File: config.mk
export PLATFORM = sky130hd
export DESIGN_NAME = fmw_write_port
export DESIGN_NICKNAME = d
export VERILOG_FILES = /design/src/rtl/fmw_pkg.sv /design/src/rtl/fmw_ctrl_stage.sv /design/src/rtl/fmw_addr_gen.sv /design/src/rtl/fmw_proto_mon.sv /design/src/rtl/fmw_write_port.sv
export SDC_FILE = /design/constraint.sdc
export NUM_CORES = 1
export LEC_CHECK = 0
export BUFFER_PORTS_ARGS = -buffer_cell sky130_fd_sc_hd__buf_2
export CORE_UTILIZATION = 54
export DETAILED_ROUTE_END_ITERATION = 8
export GPL_ROUTABILITY_DRIVEN = 0
export GPL_TIMING_DRIVEN = 1
export PLACE_DENSITY = 0.79
export SLEW_MARGIN = 10
export SYNTH_ARGS = -nofsm -noshare
export SYNTH_HDL_FRONTEND = slang
export SYNTH_SLANG_ARGS = --single-unit
File: constraint.sdc
create_clock -name clk -period 2.2 [get_ports clk]
set_clock_uncertainty 0.15 [all_clocks]
set_input_delay 0.44 -clock clk [delete_from_list [all_inputs] [get_ports clk]]
set_output_delay 0.44 -clock clk [all_outputs]
set_load 0.01 [all_outputs]
File: src/rtl/fmw_pkg.sv
// Shared types for the field memory write port.
// Assumes: controls are carried already normalised to active-high.
package fmw_pkg;

    // One cycle of normalised (active-high) write controls.
    typedef struct packed {
        logic rst;   // reset-write request
        logic we;    // write enable: gates pointer and store
        logic ie;    // input enable: gates store only
    } fmw_ctl_t;

    localparam int CTL_W = $bits(fmw_ctl_t);

endpackage

File: src/rtl/fmw_ctrl_stage.sv
// Control front end: captures the straps during system reset, turns the raw
// controls into active-high form, and optionally delays controls and data
// by one register stage (cascade).
// Assumes: straps are static after reset; rst_n is synchronous, active low.
module fmw_ctrl_stage
    import fmw_pkg::*;
#(
    parameter int DATA_W = 8
) (
    input  logic              clk,
    input  logic              rst_n,
    input  logic              strap_pol,
    input  logic              strap_cas,
    input  logic              raw_rst,
    input  logic              raw_we,
    input  logic              raw_ie,
    input  logic [DATA_W-1:0] raw_data,
    output fmw_ctl_t          eff_ctl,
    output logic [DATA_W-1:0] eff_data
);

    logic              pol_q;
    logic              cas_q;
    fmw_ctl_t          raw_ctl;
    fmw_ctl_t          norm_ctl;
    fmw_ctl_t          pipe_ctl;
    logic [DATA_W-1:0] pipe_data;

    // Capture the straps while system reset is held; freeze them afterwards.
    always_ff @(posedge clk) begin
        if (!rst_n) begin
            pol_q <= strap_pol;
            cas_q <= strap_cas;
        end
    end

    // Map the raw pins to active-high form according to the polarity strap.
    always_comb begin
        raw_ctl.rst = raw_rst;
        raw_ctl.we  = raw_we;
        raw_ctl.ie  = raw_ie;
        norm_ctl    = fmw_ctl_t'(raw_ctl ^ {CTL_W{pol_q}});
    end

    // Cascade register stage for the normalised controls and the data.
    always_ff @(posedge clk) begin
        if (!rst_n) begin
            pipe_ctl  <= '0;
            pipe_data <= '0;
        end else begin
            pipe_ctl  <= norm_ctl;
            pipe_data <= raw_data;
        end
    end

    // Pick the direct or the delayed view according to the cascade strap.
    always_comb begin
        if (cas_q) begin
            eff_ctl  = pipe_ctl;
            eff_data = pipe_data;
        end else begin
            eff_ctl  = norm_ctl;
            eff_data = raw_data;
        end
    end


    strap_hold_chk: assert property (@(posedge clk) disable iff (!rst_n)
        $past(rst_n) |-> ($stable(pol_q) && $stable(cas_q)));


    pol_invert_chk: assert property (@(posedge clk) disable iff (!rst_n)
        (!cas_q && pol_q) |-> (eff_ctl.we == !raw_we && eff_ctl.rst == !raw_rst));

endmodule

File: src/rtl/fmw_addr_gen.sv
// Write address pointer: cleared by reset-write, advanced by write enable,
// wrapping from DEPTH-1 to 0. Input enable has no influence here.
// Assumes: controls arrive active-high from the control front end.
module fmw_addr_gen
    import fmw_pkg::*;
#(
    parameter int DEPTH = 262144,
    parameter int AW    = $clog2(DEPTH)
) (
    input  logic          clk,
    input  logic          rst_n,
    input  fmw_ctl_t      eff_ctl,
    output logic [AW-1:0] ptr
);

    localparam logic [AW-1:0] LAST = AW'(DEPTH - 1);

    logic [AW-1:0] ptr_inc;

    // Next sequential address with wrap at the configured depth.
    always_comb begin
        ptr_inc = (ptr == LAST) ? '0 : ptr + 1'b1;
    end

    // Pointer register: reset-write dominates, then write enable.
    always_ff @(posedge clk) begin
        if (!rst_n) begin
            ptr <= '0;
        end else if (eff_ctl.rst) begin
            ptr <= '0;
        end else if (eff_ctl.we) begin
            ptr <= ptr_inc;
        end
    end


    ptr_zero_chk: assert property (@(posedge clk) disable iff (!rst_n)
        ($past(rst_n) && $past(eff_ctl.rst)) |-> (ptr == '0));


    ptr_step_chk: assert property (@(posedge clk) disable iff (!rst_n)
        ($past(rst_n) && $past(eff_ctl.we && !eff_ctl.rst)) |->
            (ptr == (($past(ptr) == LAST) ? '0 : $past(ptr) + 1'b1)));


    ptr_hold_chk: assert property (@(posedge clk) disable iff (!rst_n)
        ($past(rst_n) && $past(!eff_ctl.we && !eff_ctl.rst)) |-> $stable(ptr));


    ptr_range_chk: assert property (@(posedge clk) disable iff (!rst_n)
        ptr <= LAST);

endmodule

File: src/rtl/fmw_proto_mon.sv
// Protocol monitor: flags a reset-write that follows too few idle cycles,
// and a write series that stored fewer than MIN_ACTIVE words. Sticky flag.
// Assumes: the idle count starts at zero after system reset.
module fmw_proto_mon
    import fmw_pkg::*;
#(
    parameter int MIN_ACTIVE = 140,
    parameter int RST_GAP    = 2
) (
    input  logic     clk,
    input  logic     rst_n,
    input  fmw_ctl_t eff_ctl,
    output logic     err
);

    localparam int LW = $clog2(RST_GAP + 1);
    localparam int CW = $clog2(MIN_ACTIVE + 1);
    localparam logic [LW-1:0] GAP_V = LW'(RST_GAP);
    localparam logic [CW-1:0] MIN_V = CW'(MIN_ACTIVE);

    logic          prev_rst;
    logic [LW-1:0] low_cnt;
    logic [CW-1:0] act_cnt;
    logic          series_open;
    logic          rise;
    logic          gap_bad;
    logic          short_bad;
    logic          stored;

    // Classify the current cycle.
    always_comb begin
        rise      = eff_ctl.rst && !prev_rst;
        stored    = !eff_ctl.rst && eff_ctl.we && eff_ctl.ie;
        gap_bad   = rise && (low_cnt < GAP_V);
        short_bad = rise && series_open && (act_cnt < MIN_V);
    end

    // Track reset-write level and the run of idle cycles (saturating).
    always_ff @(posedge clk) begin
        if (!rst_n) begin
            prev_rst <= 1'b0;
            low_cnt  <= '0;
        end else begin
            prev_rst <= eff_ctl.rst;
            if (eff_ctl.rst) begin
                low_cnt <= '0;
            end else if (low_cnt < GAP_V) begin
                low_cnt <= low_cnt + 1'b1;
            end
        end
    end

    // Count stored cycles within the current series (saturating).
    always_ff @(posedge clk) begin
        if (!rst_n) begin
            act_cnt     <= '0;
            series_open <= 1'b0;
        end else if (rise) begin
            act_cnt     <= '0;
            series_open <= 1'b1;
        end else if (stored && act_cnt < MIN_V) begin
            act_cnt <= act_cnt + 1'b1;
        end
    end

    // Sticky error flag.
    always_ff @(posedge clk) begin
        if (!rst_n) begin
            err <= 1'b0;
        end else if (gap_bad || short_bad) begin
            err <= 1'b1;
        end
    end


    err_sticky_chk: assert property (@(posedge clk) disable iff (!rst_n)
        ($past(rst_n) && $past(err)) |-> err);


    gap_err_chk: assert property (@(posedge clk) disable iff (!rst_n)
        ($past(rst_n) && $past(rst_n, 2) && eff_ctl.rst &&
         !$past(eff_ctl.rst) && $past(eff_ctl.rst, 2)) |=> err);

endmodule

File: src/rtl/fmw_write_port.sv
// Field memory write port controller (top). Joins the control front end,
// the address generator and the protocol monitor, and drives the write
// interface of a synchronous memory array that stores on the rising edge.
// Assumes: the array samples mem_addr/mem_we/mem_wdata at the clock edge.
module fmw_write_port
    import fmw_pkg::*;
#(
    parameter int DATA_W     = 8,
    parameter int DEPTH      = 262144,
    parameter int MIN_ACTIVE = 140,
    parameter int RST_GAP    = 2,
    parameter int AW         = $clog2(DEPTH)
) (
    input  logic              clk,
    input  logic              rst_n,
    input  logic              strap_pol,
    input  logic              strap_cas,
    input  logic              wr_rst,
    input  logic              wr_en,
    input  logic              in_en,
    input  logic [DATA_W-1:0] din,
    output logic [AW-1:0]     mem_addr,
    output logic              mem_we,
    output logic [DATA_W-1:0] mem_wdata,
    output logic              proto_err
);

    fmw_ctl_t          eff_ctl;
    logic [DATA_W-1:0] eff_data;
    logic [AW-1:0]     ptr;

    fmw_ctrl_stage #(
        .DATA_W (DATA_W)
    ) u_ctrl (
        .clk       (clk),
        .rst_n     (rst_n),
        .strap_pol (strap_pol),
        .strap_cas (strap_cas),
        .raw_rst   (wr_rst),
        .raw_we    (wr_en),
        .raw_ie    (in_en),
        .raw_data  (din),
        .eff_ctl   (eff_ctl),
        .eff_data  (eff_data)
    );

    fmw_addr_gen #(
        .DEPTH (DEPTH),
        .AW    (AW)
    ) u_addr (
        .clk     (clk),
        .rst_n   (rst_n),
        .eff_ctl (eff_ctl),
        .ptr     (ptr)
    );

    fmw_proto_mon #(
        .MIN_ACTIVE (MIN_ACTIVE),
        .RST_GAP    (RST_GAP)
    ) u_mon (
        .clk     (clk),
        .rst_n   (rst_n),
        .eff_ctl (eff_ctl),
        .err     (proto_err)
    );

    // Memory-side write interface; no store during system or write reset.
    always_comb begin
        mem_addr  = ptr;
        mem_wdata = eff_data;
        mem_we    = rst_n && !eff_ctl.rst && eff_ctl.we && eff_ctl.ie;
    end

endmodule

==> impl_metrics.csv <==
group,metric,value,unit
power_and_ir_drop,pwr-share-comb,12.7,%
grt,overflow,0,
synthesis,netlist.area_leader.share,39.9,%
synthesis,synth_warnings,0,
grt,grt_util_met2,35.9,%
synthesis,avgSynthCellArea,9.94,um^2
timing,rsz0062_at_grt,"true",
critical_path,worstPathArrival,1.56,ns
final_layout,fin_util,69.7,%
power_and_ir_drop,sw_frac_of_total,24.1,%
final_layout,fin_nets,284,
grt,met3_usage,5.63,%
clock_tree,clock_sinks,44,
place,detailedPlacementHpwl,2.87,mm
grt,grt_use_met1,25.7,%
detailed_routing,firstDrtPassIters,4,
detailed_routing,routed_wirelength,4.29,mm
place,postPlaceCellArea,2360,um^2
power_and_ir_drop,ir_worst_vdd,0.000456,V
final_layout,diodes,0,
clock_tree,hold_buffers,0,
critical_path,worst-setup-path-type,"flip-flop to primary output",
clock_tree,cts.reportedPaths.clkPinSlew,0.08,ns
clock_tree,cts_buffer_depth,2,
run,drv_cap,0,
clock_tree,cts_buffers,5,
timing,min_period,2.15,ns
grt,grt_busiest_layer,"met2",
critical_path,cp.required,1.61,ns
timing,drv_slew,0,
detailed_routing,vias_per_cell,5.74,
clock_tree,cts_tree,"built",
synthesis,synth_cell_types,46,
clock_tree,htree_levels,2,
grt,grt_pass1_wl,6.87,mm
critical_path,startpoint_type,"flip-flop",
detailed_routing,detail-route-antenna-nets,0,
detailed_routing,route.detailed.drc,0,
power_and_ir_drop,seq_power_share,50.9,%
power_and_ir_drop,internal_power,0.00127,W
synthesis,syn_nets,229,
detailed_routing,routedWlPerCell,13.6,um
die,die_area,4160,um^2
die,initial_core_util,57.1,%
grt,grt_max_degree,27,
critical_path,critPathMaxStageDelay,0.44,ns
timing,fmax,465,MHz
timing,slew-limit-headroom,70.7,%
clock_tree,clk_root_buffer_cell,"clkbuf_8",
timing,setup_viol,0,
power_and_ir_drop,pwr-share-clk,36.4,%
detailed_routing,drt_iter0_markers,78,
clock_tree,clock_latency,0.30,ns
synthesis,async_flop_share,0,%
synthesis,synthCells,212,
critical_path,crit_fanout,4,
synthesis,yosys-top-cells-area,"dfxtp_1 40%, mux2_2 4.3%, a211oi_1 3.9%, mux2i_1 3.3%, and2_1 3.0%",
final_layout,drive_above_1_share,32.1,%
power_and_ir_drop,p_leak,1.03,nW
critical_path,cp_cell_sequence,"buf_4, nor4b_2, nor3_4, nor2_1, buf_2",
synthesis,ys.flop_type,"dfxtp_1",
die,die_w,64.5,um
run_status,status,"finished clean",
die,dieHeight,64.5,um
timing,whs,0.165,ns
detailed_routing,via_count,1815,
timing,finalCritPeriodShare,97.8,%
final_layout,final_area,2570,um^2
timing,hold_violations,0,
hold_path,worstHoldPathType,"primary input to flip-flop",
final_layout,synthToLayoutAreaGrowth,22.0,%
timing,max_slew.worst_pin.slew,0.437,ns
die,io_pins,43,
synthesis,seq_area_frac_synth,42.8,%
grt,antenna_found_initial,0,
synthesis,synth_top_area_cell,"dfxtp_1",
grt,grtUsageTotal,21.3,%
place,io_buffers,42,
synthesis,syn_area,2110,um^2
timing,setup_tns,0,ns
critical_path,crit_slowest_cell,"edfxtp_1",
die,core,3690,um^2
synthesis,synth_enable_flop_cells,2,
grt,grt_pass1_vias,1553,
power_and_ir_drop,netSwitchingPower,0.000402,W
synthesis,ys_ff_latch,44,
die,num_rows,22,
critical_path,crit_path_end_kind,"primary output",
power_and_ir_drop,p_per_area,649,nW/um^2
-- layer usage --
layer	vias up	routed length, um
met3	7	155
met2	33	2090
met4	0	55
met5	-	0
met1	861	1990
li1	914	-
-- through the flow --
| step | setup WS (ns) | cells | total power [W] |
|---|---|---|---|
| after floorplan | 0.216 | 212 | 0.00100 |
| after global placement | -0.0441 | 300 | 0.00105 |
| after detailed placement | -0.0814 | 300 | 0.00106 |
| after CTS | 0.0205 | 311 | 0.00167 |
| after global routing | -0.00896 | 316 | 0.00174 |
| final | 0.0488 | 316 | 0.00167 |
-- flip-flops by register name (all words and copies together) (netlist names) --
name	cells
u_addr.ptr	18
u_ctrl.pipe_data	8
u_mon.act_cnt	8
u_ctrl.pipe_ctl	3
u_mon.low_cnt	2
u_ctrl.cas_q	1
u_ctrl.pol_q	1
u_mon.err	1
u_mon.prev_rst	1
u_mon.series_open	1
-- worst max-delay path: cells and delay by family (launching register included) --
kind / cells / cell delay, ns
buffers and inverters: 2 / 0.32
and+or+nand+nor: 3 / 0.51
DFF: 1 / 0.44
-- repair_timing --
action | in CTS | in global routing
cloned | 0 | 0
resized for setup | 3 | 3
pin swaps | 1 | 1
endpoints found under the setup margin | 1 | 7
buffers inserted | 3 | 5
-- power groups by stage --
stage / clock, W / sequential, W / combinational (W)
final: 0.000608 / 0.000849 / 0.000211
after global routing: 0.000654 / 0.000852 / 0.000232
after CTS: 0.000620 / 0.000850 / 0.000201
after detailed placement: 0 / 0.000870 / 0.000188
after global placement: 0 / 0.000869 / 0.000185
after floorplan: 0 / 0.000867 / 0.000133
-- cells in the final DEF (no fill, tap or decap), types with 3 or more instances in the layout --
cell and n:
nor3_1 5, nand3_1 12, a211oi_1 11, clkbuf_8 5
and2_1 10, buf_4 18, o21ai_0 8, and3_1 4
or3_1 5, a21oi_1 4, nor2_1 7, inv_1 6
nand3b_1 6, mux2_2 8, o211ai_1 3, dfxtp_1 42
buf_2 42, o31ai_1 8, xor2_1 4, nand2_1 6
mux2i_1 7, nor4_1 4, nand4_1 4, or4_1 8
-- path summary, 6_finish.rpt --
path / from / endpoint / slack, ns / cells past startpoint
hold / removal: strap_cas / u_ctrl.cas_q / 0.16 / 1
setup reg to reg: u_ctrl.pol_q / u_addr.ptr[14] / 0.09 / 5
hold reg to reg: u_mon.series_open / u_mon.series_open / 0.31 / 2
setup / recovery: u_ctrl.cas_q / mem_we / 0.05 / 5
-- cell families after synthesis --
logic type,Yosys count,synth area share (%)
AO/OA/AOI/OAI,43,15.3
XOR/XNOR,7,3.27
adder cells (fa/ha/maj),2,1.19
buffers and inverters,18,5.23
flip-flops,44,42.8
multiplexers,15,7.60
AND/OR/NAND/NOR,83,24.6
-- synth_stat cells, types with 2 or more instances --
cell type and instances:
mux2i_1 7, mux2_2 8, nor4_1 4, xnor2_1 2, nand4_1 4, or3_1 5, o21a_1 2, a21oi_1 4
dfxtp_1 42, a211oi_1 11, o31ai_1 8, ha_1 2, nor3_1 6, and2_1 10, clkbuf_1 6, xor2_1 4
edfxtp_1 2, nand2_1 6, and4_1 2, inv_1 6, nand3_1 12, clkbuf_8 3, or4_1 8, nor4b_1 2
and3_1 4, nand3b_1 6, nor2_1 7, o21ai_0 9, o211ai_1 3
-- cell type report --
class	instances	area, um^2
multi-input cells	150	1130
clock inverters	2	35.0
flip-flops and latches	44	901
inverters	6	22.5
clock buffers	6	72.6
well taps	48	60.1
repair buffers	60	345
fillers	292	1120
(Power assumes the default switching activity.)
